[src/rtl/jbs_pkg.sv]
package jbs_pkg;

    localparam int BYTE_W  = 8;
    localparam int BIT_W   = $clog2(BYTE_W);

    // bit positions of the pin image
    localparam int PIN_TCK = 0;
    localparam int PIN_TMS = 1;
    localparam int PIN_TDI = 4;
    localparam int PIN_OE  = 5;

    localparam logic [BYTE_W-1:0] RB_BASE = 8'h02;

    typedef enum logic [1:0] {
        OP_SHIFT_WO = 2'b00,
        OP_SHIFT_RW = 2'b01,
        OP_PIN      = 2'b10,
        OP_PIN_RD   = 2'b11
    } jbs_op_e;

    typedef enum logic [1:0] {
        S_IDLE,
        S_LOW,
        S_HIGH,
        S_DONE
    } jbs_state_e;

endpackage

[src/rtl/jbs_tick_gen.sv]
module jbs_tick_gen #(
    parameter int TICK_DIV = 4
) (
    input  logic clk,
    input  logic rst,
    output logic tick
);
    localparam int DIV_W = (TICK_DIV > 1) ? $clog2(TICK_DIV) : 1;
    localparam logic [DIV_W-1:0] DIV_LAST = DIV_W'(TICK_DIV - 1);

    logic [DIV_W-1:0] div_q;

    always_ff @(posedge clk) begin
        if (rst || div_q == DIV_LAST) begin
            div_q <= '0;
        end else begin
            div_q <= div_q + 1'b1;
        end
    end

    assign tick = (div_q == DIV_LAST);
endmodule

[src/rtl/jbs_sync.sv]
module jbs_sync #(
    parameter int STAGES = 2
) (
    input  logic clk,
    input  logic rst,
    input  logic d,
    output logic q
);
    logic [STAGES-1:0] chain_q;

    generate
        if (STAGES == 1) begin : g_one
            always_ff @(posedge clk) begin
                if (rst) chain_q <= '0;
                else     chain_q <= d;
            end
        end else begin : g_many
            always_ff @(posedge clk) begin
                if (rst) chain_q <= '0;
                else     chain_q <= {chain_q[STAGES-2:0], d};
            end
        end
    endgenerate

    assign q = chain_q[STAGES-1];
endmodule

[src/rtl/jtag_byte_shifter.sv]
module jtag_byte_shifter
    import jbs_pkg::*;
#(
    parameter int TICK_DIV    = 4,
    parameter int HIGH_TICKS  = 1,
    parameter int LOW_TICKS   = 4,
    parameter int SYNC_STAGES = 2
) (
    input  logic              clk,
    input  logic              rst,
    input  logic              cmd_valid,
    output logic              cmd_ready,
    input  logic [1:0]        cmd_op,
    input  logic [BYTE_W-1:0] cmd_data,
    output logic [BYTE_W-1:0] rsp_data,
    output logic              rsp_valid,
    output logic              done,
    output logic              jtag_tck,
    output logic              jtag_tms,
    output logic              jtag_tdi,
    output logic              jtag_oe_n,
    input  logic              jtag_tdo
);
    localparam int PH_MAX = (LOW_TICKS > HIGH_TICKS) ? LOW_TICKS : HIGH_TICKS;
    localparam int CNT_W  = $clog2(PH_MAX + 1);
    localparam logic [CNT_W-1:0] LOW_LAST  = CNT_W'(LOW_TICKS - 1);
    localparam logic [CNT_W-1:0] HIGH_LAST = CNT_W'(HIGH_TICKS - 1);
    localparam logic [BIT_W-1:0] LAST_BIT  = BIT_W'(BYTE_W - 1);

    logic              tick;
    logic              tdo_s;
    jbs_state_e        state_q, state_d;
    logic [CNT_W-1:0]  cnt_q;
    logic [BIT_W-1:0]  bit_q;
    logic [BYTE_W-1:0] sh_q, cap_q;
    logic              rd_q;
    logic              accept, low_end, high_end, last_bit, is_pin;

    jbs_tick_gen #(.TICK_DIV(TICK_DIV)) u_tick (
        .clk (clk),
        .rst (rst),
        .tick(tick)
    );

    jbs_sync #(.STAGES(SYNC_STAGES)) u_sync (
        .clk(clk),
        .rst(rst),
        .d  (jtag_tdo),
        .q  (tdo_s)
    );

    assign cmd_ready = (state_q == S_IDLE);
    assign done      = (state_q == S_DONE);
    assign accept    = cmd_valid && cmd_ready;
    assign is_pin    = cmd_op[1];
    assign low_end   = tick && (cnt_q == LOW_LAST);
    assign high_end  = tick && (cnt_q == HIGH_LAST);
    assign last_bit  = (bit_q == LAST_BIT);

    // state register
    always_ff @(posedge clk) begin
        if (rst) state_q <= S_IDLE;
        else     state_q <= state_d;
    end

    // transitions: start/apply, capture+rise, fall/finish, release
    always_comb begin
        state_d = state_q;
        unique case (state_q)
            S_IDLE: if (accept) state_d = is_pin ? S_DONE : S_LOW;
            S_LOW:  if (low_end) state_d = S_HIGH;
            S_HIGH: if (high_end) state_d = last_bit ? S_DONE : S_LOW;
            S_DONE: state_d = S_IDLE;
            default: state_d = S_IDLE;
        endcase
    end

    // outputs and datapath
    always_ff @(posedge clk) begin
        if (rst) begin
            cnt_q     <= '0;
            bit_q     <= '0;
            sh_q      <= '0;
            cap_q     <= '0;
            rd_q      <= 1'b0;
            rsp_data  <= '0;
            rsp_valid <= 1'b0;
            jtag_tck  <= 1'b0;
            jtag_tms  <= 1'b0;
            jtag_tdi  <= 1'b0;
            jtag_oe_n <= 1'b1;
        end else begin
            rsp_valid <= 1'b0;
            unique case (state_q)
                S_IDLE: begin
                    if (accept && is_pin) begin
                        jtag_tck  <= cmd_data[PIN_TCK];
                        jtag_tms  <= cmd_data[PIN_TMS];
                        jtag_tdi  <= cmd_data[PIN_TDI];
                        jtag_oe_n <= ~cmd_data[PIN_OE];
                        if (cmd_op[0]) begin
                            rsp_data  <= RB_BASE | {{(BYTE_W-1){1'b0}}, tdo_s};
                            rsp_valid <= 1'b1;
                        end
                    end else if (accept) begin
                        jtag_tck <= 1'b0;
                        sh_q     <= cmd_data;
                        rd_q     <= cmd_op[0];
                        bit_q    <= '0;
                        cnt_q    <= '0;
                    end
                end
                S_LOW: begin
                    if (tick) begin
                        if (cnt_q == '0) begin
                            cap_q    <= {tdo_s, cap_q[BYTE_W-1:1]};
                            jtag_tdi <= sh_q[0];
                            sh_q     <= sh_q >> 1;
                        end
                        if (low_end) begin
                            jtag_tck <= 1'b1;
                            cnt_q    <= '0;
                        end else begin
                            cnt_q <= cnt_q + 1'b1;
                        end
                    end
                end
                S_HIGH: begin
                    if (high_end) begin
                        jtag_tck <= 1'b0;
                        cnt_q    <= '0;
                        if (last_bit) begin
                            if (rd_q) rsp_data <= cap_q;
                            rsp_valid <= rd_q;
                        end else begin
                            bit_q <= bit_q + 1'b1;
                        end
                    end else if (tick) begin
                        cnt_q <= cnt_q + 1'b1;
                    end
                end
                S_DONE: ;
                default: ;
            endcase
        end
    end
endmodule

[config.mk]
export PLATFORM = sky130hd
export DESIGN_NAME = jtag_byte_shifter
export DESIGN_NICKNAME = d
export VERILOG_FILES = /design/src/rtl/jbs_pkg.sv /design/src/rtl/jbs_tick_gen.sv /design/src/rtl/jbs_sync.sv /design/src/rtl/jtag_byte_shifter.sv
export SDC_FILE = /design/constraint.sdc
export NUM_CORES = 1
export LEC_CHECK = 0
export BUFFER_PORTS_ARGS = -buffer_cell sky130_fd_sc_hd__buf_2
export CORE_AREA = 3 3 74 76
export DETAILED_ROUTE_END_ITERATION = 10
export DIE_AREA = 0 0 77 79
export GPL_TIMING_DRIVEN = 0
export HOLD_SLACK_MARGIN = 0.15
export PLACE_DENSITY_LB_ADDON = 0.2
export RECOVER_POWER = 50
export REMOVE_ABC_BUFFERS = 1
export SLEW_MARGIN = 20
export SYNTH_ARGS = -nofsm -noshare
export SYNTH_HDL_FRONTEND = slang
export SYNTH_SLANG_ARGS = --single-unit
[constraint.sdc]
create_clock -name clk -period 3.3 [get_ports clk]
set_input_delay 0.66 -clock clk [delete_from_list [all_inputs] [get_ports clk]]
set_output_delay 0.66 -clock clk [all_outputs]
set_load 0.02 [all_outputs]
==> results.toml <==
[floorplan]
initial_core_util_pct = 40.2
die_w_um = 77
ios = 29
coreArea_um2 = 4790
die_y_um = 79
rows = 25
die_area_um2 = 6080

[grt]
grt_use_met1_pct = 17.5
grt_pass1_wl_mm = 6.38
grt_usage_pct = 12.9
grt-busiest-layer = "met2"
first_global_vias = 1380
antenna_found_initial = 0
grt_max_degree = 37
met2_usage_pct = 20.0
grtUsageMet3_pct = 3.85
overflow = 0

[timing]
setup_viol = 0
rsz0062_at_grt = "false"
worstMarginPinSlew_ns = 1.76
slew_viol_final = 37
slew_headroom_pct = -17.6
fin_crit_ns = 2.42
finalCritPeriodShare_pct = 73.3
tns_ns = 0
skew_ns = 0.00688
max_freq_ghz = 0.414
hold_violations = 0

[clock_network]
cts_tree = "yes"
cts_setup_buffers = 0
cts-resized-gates = 0
cts_root_buf = "clkbuf_8"
h-tree-depth = 2
clk_path_buf_depth = 2
clkTransAtPathRegs_ns = 0.08
cts_sinks = 42
numCtsBuffers = 5
clock_latency_ns = 0.29
ctsHoldBuffers = 0

[worst_setup_path]
critPathMaxFanout = 36
cpMaxStageDelayCell = "clkbuf_1"
crit_arrival_ns = 2.60
critPathTopFamily = "buffers and inverters"
cp.required_ns = 3.48
slowest_delay_ns = 1.24
cp-start-kind = "primary input"
crit_chain = "clkbuf_1 -> a21oi_1 -> nor3b_1 -> mux2_2"
end_kind = "flop"
critical_path_buf_inv_count = 1
crit_type = "primary input to flop"
r2r_setup_slack_ns = 0.89

[status]
violations = "max-capacitance violations, max-slew violations"
outcome = "finished, violations left"

[power_and_ir_drop]
sequentialPowerShare_pct = 37.0
ir_drop_mv = 0.363
power_density_nw_per_um2 = 815
clockPowerShare_pct = 18.3
p_leak_uw = 0.000794
power.switching_uw = 713
pwr-share-comb_pct = 44.7
internal_power_uw = 1060
swShare_pct = 40.3

[synthesis]
yosysWarnings = 0
synth-edff-count = 0
synth_cells = 197
avgSynthCellArea_um2 = 9.77
yosys.cell_types.count = 41
synthesis.area_um2 = 1930
synth_ff_type = "dfxtp_1"
synthArstFlopShare_pct = 0
synth-seq-area-share_pct = 43.7
synth-seq-cells = 42

[final_layout]
syn_to_final_growth_pct = 12.7
multiInputGateArea_um2 = 1010
nFillCells = 487
final_cells = 291
diodes = 0
seq_area_um2 = 841
drive_gt1_share_pct = 13.4
nNetsFinal = 248

[placed_design]
globalplace.congestion = 0.718
io_buffer_count = 28
dp.cells = 283
dp_hpwl_mm = 2.53

[run]
cap_violations = 1

[drt]
drc = 0
vias_per_cell = 4.99
wire_per_inst_um = 12.6
final_antenna_net_count = 0
wl_mm = 3.67
num_vias = 1453
firstDrtPassIters = 4
drt-initial-drc-count = 110

[hold_path]
hp-class = "flop to flop"
==> registers in the layout, summed over array words and instances (netlist names), 2 cells and up <==
| register | count |
|---|---|
| bit_q | 3 |
| cap_q | 8 |
| cnt_q | 3 |
| rsp_data | 8 |
| sh_q | 8 |
| state_q | 2 |
| u_sync.chain_q | 2 |
| u_tick.div_q | 2 |
==> cell type report <==
class | instances | area share, %
Clock inverter | 2 | 0.634
Multi-Input combinational cell | 139 | 46.6
Sequential cell | 42 | 38.7
Timing Repair Buffer | 28 | 5.59
Clock buffer | 6 | 3.34
Tap cell | 67 | 3.86
Inverter | 7 | 1.21
==> cells in the mapped netlist (2+ instances only) <==
library cell  count  area [um^2]
nand2_1          21         78.8
a211oi_2          3         37.5
nor3b_1           2         15.0
a311oi_1          2         17.5
nand4b_1          2         17.5
clkbuf_1          4         15.0
nand4_1           2         12.5
nand2b_1          5         31.3
inv_1             7         26.3
nor3_1            4         20.0
buf_2             4         20.0
mux2i_1          11          110
o22ai_1           2         12.5
nor2_1           15         56.3
a22o_1            8         70.1
ha_1             11          138
nand3_1           3         15.0
a211oi_1          7         52.6
nor2b_1           3         18.8
o21ai_0           3         15.0
dfxtp_1          42          841
a21oi_1          17         85.1
==> worst paths after layout <==
| check | from | to | cells past startpoint |
|---|---|---|---|
| max | rst | bit_q[0] | 4 |
| min | u_sync.chain_q[0] | u_sync.chain_q[1] | 1 |
| max reg2reg | state_q[1] | sh_q[7] | 6 |
| min reg2reg | u_sync.chain_q[0] | u_sync.chain_q[1] | 1 |
==> metal layers <==
layer  wire length (um)  up-vias
met1               1910      665
li1                   -      758
met5                  0        -
met3                189        2
met4                 25        0
met2               1550       28
==> layout by cell type (no fill, tap or decap), drive strengths merged, types with 4 or more instances in the layout <==
master / synthesis / layout
a211oi: 10 / 10
a21oi: 17 / 17
a22o: 8 / 8
buf: 5 / 13
clkbuf: 4 / 21
dfxtp: 42 / 42
ha: 11 / 11
inv: 7 / 7
mux2i: 11 / 11
nand2: 21 / 21
nand2b: 5 / 5
nor2: 15 / 15
nor3: 5 / 5
o21ai: 4 / 4
==> stage by stage <==
step | total power [uW] | setup slack (ns) | utilization [%] | hold slack, ns | instance area [um^2]
6_report | 1770 | 0.882 | 45.4 | 0.438 | 2170
5_1_grt | 1920 | 0.611 | 45.4 | 0.459 | 2170
4_1_cts | 1800 | 0.904 | 45.8 | 0.440 | 2190
3_5_place_dp | 1470 | 0.912 | 43.9 | 0.420 | 2100
3_3_place_gp | 1460 | 0.940 | 43.9 | 0.421 | 2100
2_1_floorplan | 1290 | 1.39 | - | 0.403 | 1880
==> power groups by stage <==
stage          logic, uW  clock network, uW  registers [uW]
6_report             790                323             655
2_1_floorplan        602                  0             689
4_1_cts              803                337             656
3_5_place_dp         802                  0             667
5_1_grt              895                360             667
3_3_place_gp         792                  0             666
==> cell families (layout without fill, tap and decap cells) <==
kind of cell / count (synthesis) / in the layout / synth area share, %
AO/OA/AOI/OAI: 51 / 51 / 20.4
AND/OR/NAND/NOR: 65 / 65 / 18.7
buffers and inverters: 16 / 43 / 3.77
multiplexers: 12 / 12 / 6.30
adder cells (fa/ha/maj): 11 / 11 / 7.15
flip-flops: 42 / 42 / 43.7
Power figures use the tool's default switching activity.
